`src/rtl/dix_addr_gen.sv`:
```
module dix_addr_gen #(
  parameter int AW = 24,
  parameter int LW = 16,
  parameter int CW = 16,
  parameter int OW = 16
) (
  input  logic          clk,
  input  logic          rst_n,
  input  logic          start,
  input  logic [AW-1:0] cfg_sa,
  input  logic [LW-1:0] cfg_len,
  input  logic [1:0]    cfg_esz,
  input  logic [CW-1:0] cfg_ecnt,
  input  logic [OW-1:0] cfg_eidx,
  input  logic [OW-1:0] cfg_fidx,
  input  logic          rdy,
  output logic          vld,
  output logic [AW-1:0] addr,
  output logic [LW-1:0] idx,
  output logic          last,
  output logic          elem_first,
  output logic          frame_first,
  output logic          done
);
  localparam int FW = CW + 3;

  logic [LW-1:0] len_m1;
  logic [1:0]    es_m1, e_rem;
  logic [FW-1:0] fs_m1, f_rem;
  logic [AW-1:0] ei_x, fi_x;

  logic [1:0]    sh;
  logic [CW-1:0] en_eff;
  logic [FW-1:0] fs_new;

  assign sh     = (cfg_esz == 2'd0) ? 2'd0 : (cfg_esz == 2'd1) ? 2'd1 : 2'd2;
  assign en_eff = (cfg_ecnt == '0) ? CW'(1) : cfg_ecnt;
  assign fs_new = FW'(en_eff) << sh;

  assign last = vld && (idx == len_m1);

  always_ff @(posedge clk) begin
    if (!rst_n) begin
      vld         <= 1'b0;
      done        <= 1'b0;
      addr        <= '0;
      idx         <= '0;
      len_m1      <= '0;
      es_m1       <= '0;
      e_rem       <= '0;
      fs_m1       <= '0;
      f_rem       <= '0;
      ei_x        <= '0;
      fi_x        <= '0;
      elem_first  <= 1'b0;
      frame_first <= 1'b0;
    end else begin
      done <= 1'b0;
      if (start && !vld) begin
        if (cfg_len == '0) begin
          done <= 1'b1;
        end else begin
          vld         <= 1'b1;
          addr        <= cfg_sa;
          idx         <= '0;
          len_m1      <= cfg_len - 1'b1;
          es_m1       <= 2'((3'd1 << sh) - 3'd1);
          e_rem       <= 2'((3'd1 << sh) - 3'd1);
          fs_m1       <= fs_new - 1'b1;
          f_rem       <= fs_new - 1'b1;
          ei_x        <= {{(AW-OW){cfg_eidx[OW-1]}}, cfg_eidx};
          fi_x        <= {{(AW-OW){cfg_fidx[OW-1]}}, cfg_fidx};
          elem_first  <= 1'b1;
          frame_first <= 1'b1;
        end
      end else if (vld && rdy) begin
        if (last) begin
          vld  <= 1'b0;
          done <= 1'b1;
        end else begin
          idx <= idx + 1'b1;
          if (f_rem == '0) begin
            addr        <= addr + fi_x;
            f_rem       <= fs_m1;
            e_rem       <= es_m1;
            elem_first  <= 1'b1;
            frame_first <= 1'b1;
          end else if (e_rem == '0) begin
            addr        <= addr + ei_x;
            f_rem       <= f_rem - 1'b1;
            e_rem       <= es_m1;
            elem_first  <= 1'b1;
            frame_first <= 1'b0;
          end else begin
            addr        <= addr + 1'b1;
            f_rem       <= f_rem - 1'b1;
            e_rem       <= e_rem - 1'b1;
            elem_first  <= 1'b0;
            frame_first <= 1'b0;
          end
        end
      end
    end
  end
endmodule


```
`config.mk`:
```
export PLATFORM = sky130hd
export DESIGN_NAME = dix_addr_gen
export DESIGN_NICKNAME = d
export VERILOG_FILES = /design/src/rtl/dix_addr_gen.sv
export SDC_FILE = /design/constraint.sdc
export NUM_CORES = 1
export LEC_CHECK = 0
export ABC_AREA = 1
export BUFFER_PORTS_ARGS = -buffer_cell sky130_fd_sc_hd__buf_4
export CAP_MARGIN = 20
export CORE_UTILIZATION = 55
export CTS_BUF_LIST = sky130_fd_sc_hd__clkbuf_16
export CTS_CLUSTER_DIAMETER = 40
export DETAILED_ROUTE_END_ITERATION = 16
export PLACE_DENSITY = 0.76
export SYNTH_ARGS = -nofsm -noshare
export SYNTH_HDL_FRONTEND = slang
export SYNTH_SLANG_ARGS = --single-unit
```
`constraint.sdc`:
```
create_clock -name clk -period 4.4 [get_ports clk]
set_clock_uncertainty 0.15 [all_clocks]
set_input_delay 0.22 -clock clk [delete_from_list [all_inputs] [get_ports clk]]
set_output_delay 0.22 -clock clk [all_outputs]
set_load 0.005 [all_outputs]
```
Yosys cells after proc, flatten, opt, wreduce, memory -nomap -nowiden
Cells that the tools add are included.

Logic and storage cells: 84. Bits in registers: 134. Bits of input ports: 94. Latch bits: 0. RAM bits: 0. Bits in read-only memories: 0. Output and inout bits: 45. Memories kept: 0.

Reduce and logical (&&, ||, !) cells: 14. Order comparisons: 0. Div/mod/pow operators: 0. Muxes and demuxes: 41. $mul: 0. Equality and inequality tests: 4. Add/sub/neg operators: 9. Shift operators: 2. Bitwise logic cells: 1.

Operators by type and width (number): $mux 24 (6); $mux 19 (5); $mux 16 (5); $add 24x24->24 (2); $sub 19x1->19 const B (2); $logic_not 16->1 (2); $add 24x1->24 const B (1); $logic_not 19->1 (1); $shl 16x2->19 (1); $mux 1 (17); $add 16x1->16 const B (1); $eq 16x16->1 (1); $mux 2 (8); $sub 16x1->16 const B (1); $reduce_and 3->1 (2); $logic_not 2->1 (2); $reduce_bool 2->1 (2); $sub 2x1->2 const B (2); $logic_and 1x1->1 (3); $eq 2x1->1 const B (1); $ne 2x1->1 const B (1); $ne 2x2->1 const B (1); $reduce_and 2->1 (1); $shl 1x2->2 const A (1); 2 further kinds (2).

Depth between registers and ports, before layout
Word-level depth: 7. Gate-level depth with buffers: 24. Gate-level depth less buffers: 23.

Worst setup path after synthesis
OpenSTA, ideal clock, no wires.

Kind: register to register. Start: reg f_rem[0]. End: reg addr[14]. Period minus slack after synthesis: 3.209 ns. Required time: 4.116 ns. Data arrival time: 2.925 ns. Cell stages (with the launch flop): 21. Path buffers: 1. Library setup time: 0.134 ns. Setup slack: 1.191 ns. Cells stage by stage: dfxtp_1 inv_1 ha_1 nand3_1 nor2_1 nand2_1 inv_1 nand2_1 clkbuf_1 nand3_1 o21ai_0 inv_1 ha_1 fa_1 inv_1 nor3_1 nor2_1 o21ai_0 xor2_1 o21ai_0 a21oi_1.

Cells in the longest elaborated chain, start to end: 5.

RTL lines: from (decl) (RTL line 29) `logic [FW-1:0] fs_m1, f_rem;`; from (signal assigned) (RTL line 70) `f_rem <= fs_new - 1'b1;`; from (signal assigned) (RTL line 84) `f_rem <= fs_m1;`; from (signal assigned) (RTL line 90) `f_rem <= f_rem - 1'b1;`; $logic_not 19->1 (RTL line 82) `if (f_rem == '0) begin`; $mux 24 (RTL line 82); $mux 24 (RTL line 77) `if (last) begin`; $mux 24 (RTL line 76) `end else if (vld && rdy) begin`; $mux 24 (RTL line 59) `if (start && !vld) begin`; to (signal assigned) (RTL line 64) `addr <= cfg_sa;`; to (signal assigned) (RTL line 83) `addr <= addr + fi_x;`; to (signal assigned) (RTL line 89) `addr <= addr + ei_x;`; to (decl) (RTL line 18) `output logic [AW-1:0] addr,`.

No other way between the ends. The select of a mux whose other input is x is not followed. A chain may end at the register's enable or synchronous reset.

Final worst setup path
Start: in cfg_len[0]. End: reg ei_x[4].

Cells in the longest elaborated chain, start to end: 3.

RTL lines: from (decl) (RTL line 11) `input logic [LW-1:0] cfg_len,`; $logic_not 16->1 (RTL line 60) `if (cfg_len == '0) begin`; $not 1->1 (no line); $reduce_and 2->1 (no line); to (signal assigned) (RTL line 71) `ei_x <= {{(AW-OW){cfg_eidx[OW-1]}}, cfg_eidx};`; to (decl) (RTL line 30) `logic [AW-1:0] ei_x, fi_x;`.

No other way between the ends.

==> summary.md <==
| Metric | Value |
|---|---|
| Outcome | finished clean |
| Final Cycle Share | 88.5% |
| First-pass GRT wire length | 43300 um |
| Worst-Skew Late Latency | 0.43 ns |
| Routed len/inst | 15.4 um |
| RSZ-0062 raised after global routing | no |
| Die Area | 16600 um^2 |
| FP Rows | 45 |
| P_sw | 1.45 mW |
| Layout cell share with drive strength beyond 1 | 14.6% |
| Largest net degree at the start of global routing | 47 |
| EDFF count, synth | 0 |
| Asr flop ratio synth | 0% |
| Area grow syn2layout | 27.0% |
| Critical Path Sink | ei_x[4]$_SDFFE_PN0P_ |
| Crit Path Max Fanout | 46 |
| Via density | 5.47 |
| Die Wd | 129 um |
| Htree depth | 4 |
| Initial Utilization | 57.2% |
| Synthesized area per cell | 6.46 um^2 |
| Drt initial violations | 751 |
| Final setup vio count | 0 |
| Most Crowded Layer GR | met2 |
| Period minus WS final | 3.89 ns |
| Most used DFF post-synth | dfxtp_1 |
| Path depth of the worst reg2reg path | 21 |
| Clk pwr share | 36.1% |
| Number of library cell types mapped by synthesis | 45 |
| Synth Warn # | 0 |
| Total CTS buffers | 17 |
| Number of synthesized register bits | 134 |
| Max-cap violation count | 0 |
| Min-Delay Path Class | input port to flip-flop |
| Worst Tran Pin Value | 0.998 ns |
| Met1 Use GR | 39.3% |
| Sequential cell area fraction in the yosys report | 30.4% |
| Fillers | 1371 |
| Vias in the first global route | 8985 |
| GRT Total Usage | 33.2% |
| Sw Share | 34.7% |
| Initial antenna violation count | 0 |
| Post-synthesis cell count | 1367 |
| M2 GR Usage | 60.1% |
| Leak pwr | 5.21 nW |
| PwrDens | 373 nW/um^2 |
| Clock slew at reported path FFs | 0.07 ns |
| Hold Violations, Final | 0 |
| CTS root buf | clkbuf_16 |
| Die height | 129 um |
| RePlAce Congestion | 0.905 |
| Final Max Slew Viols | 0 |
| Max-slew headroom | 33.4% |
| # port buffers | 138 |
| Final instance area | 11200 um^2 |
| Core box area | 15400 um^2 |
| Worst setup SP type | input port |
| DRT Wirelength | 27200 um |
| R2R setup slack | 0.62 ns |
| Number of antenna repair diodes | 0 |
| Via count | 9676 |
| Arr. time, crit path | 4.04 ns |
| Placed instance area | 9960 um^2 |
| Req. time, crit path | 4.54 ns |
| Internal power | 2.73 mW |
| Crit path from | cfg_len[0] |
| Sink Count | 134 |
| Setup CP Type | input port to flip-flop |
| Worst setup EP type | flip-flop |
| Antenna viol nets, final | 0 |
| Met3 usage | 4.78% |
| Peak VDD IR | 0.283 mV |
| DP HPWL | 18400 um |
| Mapped Area | 8830 um^2 |
| FMAX | 257 MHz |
| TNS Setup | 0 ns |
| Reg power frac | 34.2% |
| Combinational share of power | 29.7% |
| CTS resizes | 0 |
| Reg-to-reg endpoint | addr[22]$_SDFFE_PN0P_ |
| Syn_nets | 1490 |
| CTS tree | done |
| RR Startpoint | f_rem[0]$_SDFFE_PN0P_ |
| Top-level I/O count | 139 |
| Clock Path Buffers | 2 |
| Final nets | 1669 |
| DRC | 0 |
| Grt total ovfl | 0 |
| Drt pass-1 iters | 6 |
## cells in the mapped netlist, types with 17 or more instances
cell | instances | area share (%)
a21oi_1 | 93 | 5.3
a31oi_1 | 17 | 1.2
clkbuf_1 | 32 | 1.4
dfxtp_1 | 134 | 30
ha_1 | 28 | 4.0
inv_1 | 149 | 6.3
nand2_1 | 343 | 15
nand3_1 | 79 | 4.5
nand4_1 | 20 | 1.4
nor2_1 | 148 | 6.3
nor3_1 | 20 | 1.1
o21ai_0 | 124 | 7.0
xor2_1 | 29 | 2.9
## sequential cells by signal, summed over array words and instances (netlist names)
| register | count |
|---|---|
| vld | 1 |
| elem_first | 1 |
| es_m1 | 2 |
| ei_x | 16 |
| done | 1 |
| fs_m1 | 19 |
| frame_first | 1 |
| fi_x | 16 |
| f_rem | 19 |
| addr | 24 |
| idx | 16 |
| len_m1 | 16 |
| e_rem | 2 |
## metal layers
layer | wire length, um | share of wire (%)
met3 | 1450 | 5.3
met2 | 13600 | 50
met5 | 0 | 0
met1 | 11400 | 42
met4 | 713 | 2.6
## power groups by stage
stage	clock network, mW	registers, mW	logic [mW]
2_1_floorplan	0	1.43	0.829
3_3_place_gp	0	1.45	1.15
3_5_place_dp	0	1.45	1.16
4_1_cts	1.52	1.43	1.22
5_1_grt	1.56	1.44	1.39
6_report	1.51	1.43	1.24
## worst min path at each step
| stage | from | to | cells past startpoint |
|---|---|---|---|
| after CTS | cfg_sa[22] | addr[22]$_SDFFE_PN0P_ | 5 |
| after global placement | cfg_len[0] | len_m1[0]$_SDFFE_PN0P_ | 2 |
| after floorplan | cfg_len[0] | len_m1[0]$_SDFFE_PN0P_ | 1 |
| final | cfg_sa[23] | addr[23]$_SDFFE_PN0P_ | 5 |
| after detailed placement | cfg_len[0] | len_m1[0]$_SDFFE_PN0P_ | 2 |
| after global routing | cfg_sa[22] | addr[22]$_SDFFE_PN0P_ | 5 |
## logic make-up after synthesis
group / after synthesis / share of synthesized area [%]
xor gates and xnor gates: 46 / 4.65
adders and majority gates: 29 / 4.20
and+or+nand+nor: 652 / 32.3
buffers and inverters: 210 / 9.51
AOI/OAI and AO/OA: 296 / 19.0
DFF: 134 / 30.4
## cell type report
class                      count  area (um^2)  share of cell area (%)
timing repair buffer         212         1750                    15.6
sequential                   134         2680                    23.9
tap                          211          264                    2.35
clock buffer                  17          425                    3.79
clock inverter                15          190                    1.70
multi-input combinational   1023         5310                    47.3
inverter                     158          593                    5.29
## stage by stage
step / total power, mW / std cells / setup slack (ns) / hold slack [ns] / util, %
after floorplan: 2.26 / 1367 / 1.19 / 0.160 / -
after global placement: 2.60 / 1674 / 0.805 / 0.256 / 64.5
after detailed placement: 2.62 / 1674 / 0.731 / 0.263 / 64.5
after CTS: 4.17 / 1770 / 0.670 / 0.00225 / 72.7
after global routing: 4.39 / 1770 / 0.222 / 0.0397 / 72.7
final: 4.18 / 1770 / 0.507 / 0.0142 / 72.7
## layout by cell type, fill, tap and decap left out, drive strengths merged, types with 17 or more instances in the layout
cell / count
a21oi: 94
nor2: 156
clkbuf: 17
dfxtp: 134
nand3: 87
nor3: 23
ha: 28
inv: 166
nand4: 20
dlygate4sd3: 64
nand2: 357
o21ai: 131
buf: 148
a31oi: 18
xor2: 30
## worst max-delay path, stage by stage
cell           delay, ns
dlygate4sd3_1       0.53
buf_4               0.14
inv_1               0.10
ha_1                0.19
nand2_1             0.11
inv_1               0.08
nand2_1             0.09
nor3_2              0.18
nand2_1             0.16
nand2_2             0.23
inv_2               0.36
nor2_8              0.48
inv_1               0.57
o21ai_0             0.56
## what timing repair did
item                       CTS  global route
buffers inserted             0             0
hold buffers                64             0
hold endpoints to repair    60             0
setup endpoints to repair    0             0
No activity file was read; power rests on OpenSTA's default activity.
